File: src/rtl/alias_pkg.sv
package alias_pkg;
  typedef enum logic [1:0] {
    OP_IDLE  = 2'd0,
    OP_GUARD = 2'd1,
    OP_STORE = 2'd2,
    OP_FLUSH = 2'd3
  } alias_op_e;
endpackage

File: src/rtl/alias_slot_store.sv
module alias_slot_store #(
  parameter int SLOTS  = 8,
  parameter int ADDR_W = 32,
  parameter int SLOT_W = 3
) (
  input  logic                          clk,
  input  logic                          rst_n,
  input  logic                          wr_en,
  input  logic [SLOT_W-1:0]             wr_slot,
  input  logic [ADDR_W-1:0]             wr_addr,
  input  logic [1:0]                    wr_size,
  input  logic                          flush,
  output logic [SLOTS-1:0]              live,
  output logic [SLOTS-1:0][ADDR_W-1:0]  base_q,
  output logic [SLOTS-1:0][1:0]         size_q
);
  for (genvar i = 0; i < SLOTS; i++) begin : g_slot
    logic pick;
    assign pick = wr_en && (wr_slot == SLOT_W'(i));

    always_ff @(posedge clk or negedge rst_n) begin
      if (!rst_n) begin
        live[i]   <= 1'b0;
        base_q[i] <= '0;
        size_q[i] <= '0;
      end else if (flush) begin
        live[i]   <= 1'b0;
      end else if (pick) begin
        live[i]   <= 1'b1;
        base_q[i] <= wr_addr;
        size_q[i] <= wr_size;
      end
    end
  end

  AST_FLUSH_EMPTIES: assert property (@(posedge clk) disable iff (!rst_n)
    flush |=> (live == '0));
endmodule

File: src/rtl/alias_overlap_cmp.sv
module alias_overlap_cmp #(
  parameter int SLOTS  = 8,
  parameter int ADDR_W = 32
) (
  input  logic [ADDR_W-1:0]             st_addr,
  input  logic [1:0]                    st_size,
  input  logic [SLOTS-1:0]              sel,
  input  logic [SLOTS-1:0][ADDR_W-1:0]  base_q,
  input  logic [SLOTS-1:0][1:0]         size_q,
  output logic [SLOTS-1:0]              hit
);
  localparam int EW = ADDR_W + 1;

  logic [EW-1:0] st_lo, st_hi;
  assign st_lo = {1'b0, st_addr};
  assign st_hi = st_lo + (EW'(1) << st_size);

  for (genvar i = 0; i < SLOTS; i++) begin : g_cmp
    logic [EW-1:0] ld_lo, ld_hi;
    assign ld_lo  = {1'b0, base_q[i]};
    assign ld_hi  = ld_lo + (EW'(1) << size_q[i]);
    assign hit[i] = sel[i] && (st_lo < ld_hi) && (ld_lo < st_hi);
  end
endmodule

File: src/rtl/alias_guard_table.sv
module alias_guard_table
  import alias_pkg::*;
#(
  parameter int SLOTS  = 8,
  parameter int ADDR_W = 32,
  parameter int SLOT_W = (SLOTS > 1) ? $clog2(SLOTS) : 1
) (
  input  logic              clk,
  input  logic              rst_n,
  input  logic              req_valid,
  output logic              req_ready,
  input  logic [1:0]        req_op,
  input  logic [ADDR_W-1:0] req_addr,
  input  logic [1:0]        req_size,
  input  logic [SLOT_W-1:0] req_slot,
  input  logic [SLOTS-1:0]  req_mask,
  output logic              fault,
  output logic [SLOTS-1:0]  fault_slots
);
  alias_op_e op;
  logic      is_guard, is_store, is_flush;
  logic [SLOTS-1:0]             live;
  logic [SLOTS-1:0][ADDR_W-1:0] base_q;
  logic [SLOTS-1:0][1:0]        size_q;
  logic [SLOTS-1:0]             sel;

  assign op        = alias_op_e'(req_op);
  assign req_ready = 1'b1;
  assign is_guard  = req_valid && (op == OP_GUARD);
  assign is_store  = req_valid && (op == OP_STORE);
  assign is_flush  = req_valid && (op == OP_FLUSH);

  alias_slot_store #(.SLOTS(SLOTS), .ADDR_W(ADDR_W), .SLOT_W(SLOT_W)) u_store (
    .clk(clk), .rst_n(rst_n),
    .wr_en(is_guard), .wr_slot(req_slot), .wr_addr(req_addr), .wr_size(req_size),
    .flush(is_flush),
    .live(live), .base_q(base_q), .size_q(size_q)
  );

  assign sel = req_mask & live & {SLOTS{is_store}};

  alias_overlap_cmp #(.SLOTS(SLOTS), .ADDR_W(ADDR_W)) u_cmp (
    .st_addr(req_addr), .st_size(req_size), .sel(sel),
    .base_q(base_q), .size_q(size_q), .hit(fault_slots)
  );

  assign fault = |fault_slots;

  AST_VEC_WITHIN_MASK: assert property (@(posedge clk) disable iff (!rst_n)
    (fault_slots & ~req_mask) == '0);
  AST_VEC_ONLY_LIVE: assert property (@(posedge clk) disable iff (!rst_n)
    (fault_slots & ~live) == '0);
  AST_QUIET_OFF_STORE: assert property (@(posedge clk) disable iff (!rst_n)
    !is_store |-> (fault_slots == '0));
  AST_GUARD_GOES_LIVE: assert property (@(posedge clk) disable iff (!rst_n)
    (is_guard && !is_flush) |=> live[$past(req_slot)]);
endmodule

File: config.mk
export PLATFORM = sky130hd
export DESIGN_NAME = alias_guard_table
export DESIGN_NICKNAME = d
export VERILOG_FILES = /design/src/rtl/alias_pkg.sv /design/src/rtl/alias_slot_store.sv /design/src/rtl/alias_overlap_cmp.sv /design/src/rtl/alias_guard_table.sv
export SDC_FILE = /design/constraint.sdc
export NUM_CORES = 1
export LEC_CHECK = 0
export ABC_AREA = 1
export BUFFER_PORTS_ARGS = -buffer_cell sky130_fd_sc_hd__buf_4
export CORE_ASPECT_RATIO = 1.5
export CORE_UTILIZATION = 55
export CTS_BUF_LIST = sky130_fd_sc_hd__clkbuf_4
export CTS_CLUSTER_SIZE = 12
export DETAILED_ROUTE_END_ITERATION = 12
export HOLD_SLACK_MARGIN = 0.08
export PLACE_DENSITY = 0.71
export RECOVER_POWER = 25
export SYNTH_ARGS = -nofsm -noshare
export SYNTH_HDL_FRONTEND = slang
export SYNTH_SLANG_ARGS = --single-unit
File: constraint.sdc
create_clock -name clk -period 5.5 [get_ports clk]
set_input_delay 0.825 -clock clk [delete_from_list [all_inputs] [get_ports clk]]
set_output_delay 0.825 -clock clk [all_outputs]
set_load 0.02 [all_outputs]
* After elaboration in Yosys (flattened, before gate mapping) *
Cells that the tools add are included.

storage, ports and cells
  logic and storage cells = 132
  register bits = 280
  input port bits = 50
  output and inout port bits = 10

operators by class
  muxes and demuxes = 16
  $add $sub $neg = 9
  eq/ne operators = 10
  shift operators = 9
  bitwise operators = 3
  reduce and logical (&&, ||, !) cells = 45
  order comparisons = 16

operators by type and width
  operator                                                            number
  32-bit by 33-bit less-than comparator with 1-bit output             16
  32-bit by 33-bit adder with 33-bit output                           9
  1-bit by 2-bit << shifter with 33-bit output, first input constant  9
  1-bit logical AND                                                   27
  8-bit AND                                                           2
  1-bit 2-to-1 mux                                                    16
  2-bit AND reduction                                                 8
  2-bit nonzero test                                                  8
  3-bit == test, second input constant                                4
  8-bit OR reduction                                                  1
  3-bit by 2-bit == test with 1-bit output, second input constant     2
  2-bit == test, second input constant                                2
  3-bit by 1-bit == test with 1-bit output, second input constant     1
  3-bit logical NOT                                                   1
  2-bit by 1-bit == test with 1-bit output, second input constant     1
  1-bit inverter                                                      1

* Depth between registers and ports, before layout *
  word-level depth = 6
  depth in mapped cells = 30
  gate-level depth less buffers = 30

* By module *
A second synthesis with hierarchy kept.

second synthesis, totals
  cells, all modules = 4376
  area total of the unflattened synthesis = 30769.5 um2

by module, submodules not included
  module             cells each  times used  area an instance (um2)  sequential area each (um2)
  alias_overlap_cmp  3069        1           19180.9                 0.0
  alias_slot_store   1268        1           11424.7                 7006.7
  alias_guard_table  39          1           163.9                   0.0

* Worst setup path before layout *
Ideal clock, no wire load.

  kind = input to output
  start point = input req_size[0]
  end point = output fault_slots[2]
  setup slack = 0.699 ns
  data required time = 4.675 ns
  arrival = 3.976 ns
  path buffers = 0
  cell stages on the path = 21
  cell sequence = inv_1 nor2_1 inv_1 fa_1 o21ai_1 nand2_1 nor3_1 nand2_1 nor3_1 xor2_1 ha_1 nand2_1 inv_1 o21ai_0 a21oi_1 nor2_1 nand2_1 nand2_1 a21oi_1 nor3b_1 and2_1

between the ends
  word-level cells in the longest chain between the ends = 4

ends and longest elaborated chain
  element                                                  RTL line                 source
  start: declaration                                       alias_guard_table.sv:14  input logic [1:0] req_size,
  1-bit by 2-bit << shifter with 33-bit output             alias_overlap_cmp.sv:16  assign st_hi = st_lo + (EW'(1) << st_size);
  32-bit by 33-bit adder with 33-bit output                alias_overlap_cmp.sv:16
  32-bit by 33-bit less-than comparator with 1-bit output  alias_overlap_cmp.sv:22  assign hit[i] = sel[i] && (st_lo < ld_hi) && (ld_lo < st_hi);
  1-bit logical AND                                        alias_overlap_cmp.sv:22
  end: declaration                                         alias_guard_table.sv:18  output logic [SLOTS-1:0] fault_slots

No other way between the ends.

* Final worst setup path *
  start point = register u_store.size_q[6] (netlist bit)
  end point = output fault

between the ends
  word-level cells in the longest chain between the ends = 6

ends and longest elaborated chain
  element                                                  RTL line                 source
  start: declaration                                       alias_slot_store.sv:15   output logic [SLOTS-1:0][1:0] size_q
  start signal: indexed assignment                         alias_slot_store.sv:31   size_q[i] <= wr_size;
  1-bit by 2-bit << shifter with 33-bit output             alias_overlap_cmp.sv:21  assign ld_hi = ld_lo + (EW'(1) << size_q[i]);
  32-bit by 33-bit adder with 33-bit output                alias_overlap_cmp.sv:21
  32-bit by 33-bit less-than comparator with 1-bit output  alias_overlap_cmp.sv:22
  1-bit logical AND (2 in a row)                           alias_overlap_cmp.sv:22
  8-bit OR reduction                                       alias_guard_table.sv:47  assign fault = |fault_slots;
  end: declaration                                         alias_guard_table.sv:17  output logic fault,

No other way between the ends.

==> results.yml <==
setup_path:
  rr_startpoint: "u_store.base_q[70]"
  cp-end-kind: "output port"
  critPathRequiredTime_ns: 4.68
  ff2ff_setup_slack_ns: 4.50
  reg2regPathDepth: 2
  r2r-end: "u_store.base_q[70]"
  critPathKind: "flip-flop to output port"
  crit_path_max_fanout: 7
  critical_path_arrival_ns: 4.59
  crit_path_start_kind: "flip-flop"
  critPathLaunch: "u_store.size_q[6]"
clock_network:
  clkSinkCount: 280
  root_buffer: "clkbuf_4"
  clk_path_buf_depth: 3
  numCtsBuffers: 77
  clkTransAtPathRegs_ns: 0.06
  cts_max_level: 3
  cts_tree: "built"
  clk-insertion-delay-late_ns: 0.80
hold_path:
  holdPathStages: 4
  hold_class: "input port to flip-flop"
  hold_start: "req_op[0]"
  hold_path_end: "u_store.live[6]"
synth:
  ys_types: 50
  yosys-top-cells-area: "dfrtp_1 24%, ha_1 23%, nand2_1 14%"
  ys_ff_latch: 280
  synthFlopType: "dfrtp_1"
  async_flop_share_pct: 100
  yosysMostFrequentCell: "nand2_1"
  synth_nets: 4608
  avgSynthCellArea_um2: 7.24
  synth_common_cells: "1,104 x nand2_1, 532 x ha_1, 381 x inv_1, 360 x nor2_1, 326 x o21ai_0"
  synth.largest_area_cell: "dfrtp_1"
  synth_cells: 4017
  syn_area_um2: 29100
  ys_seq_area_share_pct: 24.1
  synth_top_area_share_pct: 24.1
  synth_edf_count: 0
  yosys_warnings: 0
layout:
  multi_input_area_um2: 21000
  drive_above_1_share_pct: 11.7
  final_util_pct: 62.9
  final_cells: 4945
  areaGrowthSynthToFinish_pct: 12.3
  register_area_um2: 7010
  final_nets: 4810
  fillCellCount: 4792
global_route:
  grt_pass1_vias: 25388
  track_usage_pct: 33.8
  grt-busiest-layer: "met2"
  use_met3_pct: 3.73
  grt_use_met1_pct: 37.8
  grt_max_degree: 159
  antenna_found_initial: 1
  use_met2_pct: 59.0
  grt_pass1_wl_um: 140000
  grt_overflow: 0
place:
  place_ws_ns: -0.285
  numPlacedInstances: 4765
  dp_hpwl_um: 72200
  place_congestion: 0.947
  io_buffer_count: 58
routing:
  drtIter0Drc: 1711
  drc: 0
  detail_route.wl_per_cell_um: 18.5
  first_pass_iters: 7
  viasPerCell: 5.58
  ant_nets: 0
  vias: 27577
  wirelength_um: 91300
floorplan:
  die_h_um: 284
  core_um2: 51900
  fp.dieW_um: 190
  start_util_pct: 56.0
  pin_count: 60
  rows: 102
  die_area_um2: 53800
timing:
  rsz0062_at_grt: "yes"
  report.final.slew_viol_count: 628
  timing.hold.ws_ns: 0.382
  final.period_utilization_pct: 98.4
  fmax_mhz: 185
  finalHoldViolCount: 0
  relSlewSlack_pct: -156
  tightestPinTransition_ns: 3.84
  setup_violations: 0
  worst_slack_ns: 0.0887
  period_minus_slack_ns: 5.41
  finClkSkew_ns: 0
power:
  leakage_uw: 0.0162
  power_density_nw_per_um2: 257
  total_power_uw: 8400
  ir_drop_v: 0.000185
outcome:
  violations: "capacitance limit, slew limit"
  outcome: "complete, but fails checks"
run:
  drv_cap: 9
metal layers:
metal | part of all wire, % | up-vias
met5 | 0 | -
met4 | 8.4 | 0
met3 | 4.5 | 329
met2 | 49 | 868
met1 | 38 | 12579
li1 | - | 13801
worst max-delay path by stage:
stage	to	slack [ns]	cells past startpoint
2_1_floorplan	fault_slots[2]	0.70	21
3_3_place_gp	fault	-0.21	29
3_5_place_dp	fault	-0.29	29
4_1_cts	fault	0.002	28
5_1_grt	fault	-0.16	26
6_report	fault	0.09	26
through the flow:
step / TNS (ns) / cell area [um2]
floorplan: 0 / 29100
global placement: -0.254 / 30700
detailed placement: -0.369 / 30700
CTS: 0 / 31900
global route: -0.242 / 32700
finish: 0 / 32700
final cells by class:
class | instances | share of cell area [%]
Antenna cell | 1 | 0.00766
Clock buffer | 104 | 2.39
Clock inverter | 24 | 0.448
Inverter | 392 | 4.50
Multi-Input combinational cell | 3281 | 64.4
Sequential cell | 280 | 21.4
Tap cell | 676 | 2.59
Timing Repair Buffer | 187 | 4.24
power by group:
group,total (uW),switching (uW),internal [uW]
Combinational,3350,1940,1400
Clock,1910,950,964
Sequential,3150,709,2440
Total,8400,3600,4800
cells in the final DEF (no fill, tap or decap), types with 7 or more instances in the layout:
master,count
nand3b_1,7
o21bai_1,11
a21oi_2,12
xnor2_1,75
nor3_1,73
xor2_4,7
nor2_2,22
dfrtp_1,279
a211oi_1,10
o21ai_0,320
nor2_1,341
xor2_2,12
nor3_4,10
a21oi_1,199
nor3_2,17
a21o_1,22
nor2_4,28
xor2_1,147
ha_1,527
nand3_2,19
nand2_2,42
nand4_1,82
nand2_1,1081
clkbuf_1,9
nor4_1,12
o21a_1,8
clkinv_1,25
or2_2,7
clkbuf_4,105
nand3_1,130
buf_4,172
inv_1,381
worst max-delay path, cell delays in order, from the launching register on:
cell     delay, ns
dfrtp_1       0.43
nor2_2        0.13
ha_2          0.20
fa_2          0.23
nand2_2       0.06
nand3_2       0.08
nand2_2       0.08
nor2_4        0.15
nand2_4       0.08
nor2_4        0.13
nand2_2       0.07
nor3_4        0.32
nand4_1       0.15
xor2_1        0.18
ha_1          0.31
nand4_1       0.17
nor3_2        0.17
nand2_1       0.07
nand2_1       0.11
nand2_1       0.06
nand2_1       0.08
nand2_2       0.07
nand2_2       0.08
nand2_1       0.05
nor2_1        0.11
nand2_2       0.07
buf_6         0.13
cell families after synthesis:
family / after synthesis / share of synthesized area (%)
other: 1 / 0.0129
flip-flops: 280 / 24.1
AND/OR/NAND/NOR: 1895 / 28.2
adder cells (fa/ha/maj): 541 / 23.5
XOR/XNOR: 241 / 7.25
AO/OA/AOI/OAI: 603 / 11.0
buffers and inverters: 456 / 5.98
sequential cells by signal, indices dropped and copies added, names as in the netlist:
register / count
u_store.live: 8
u_store.size_q: 16
u_store.base_q: 256
timing repair:
item | CTS | global route
setup endpoints to repair | 5 | 9
pin swaps | 8 | 65
hold endpoints to repair | 65 | 0
hold buffers | 1 | 0
setup buffers | 3 | 47
gates resized for setup | 34 | 118
(Power assumes the default switching activity.)
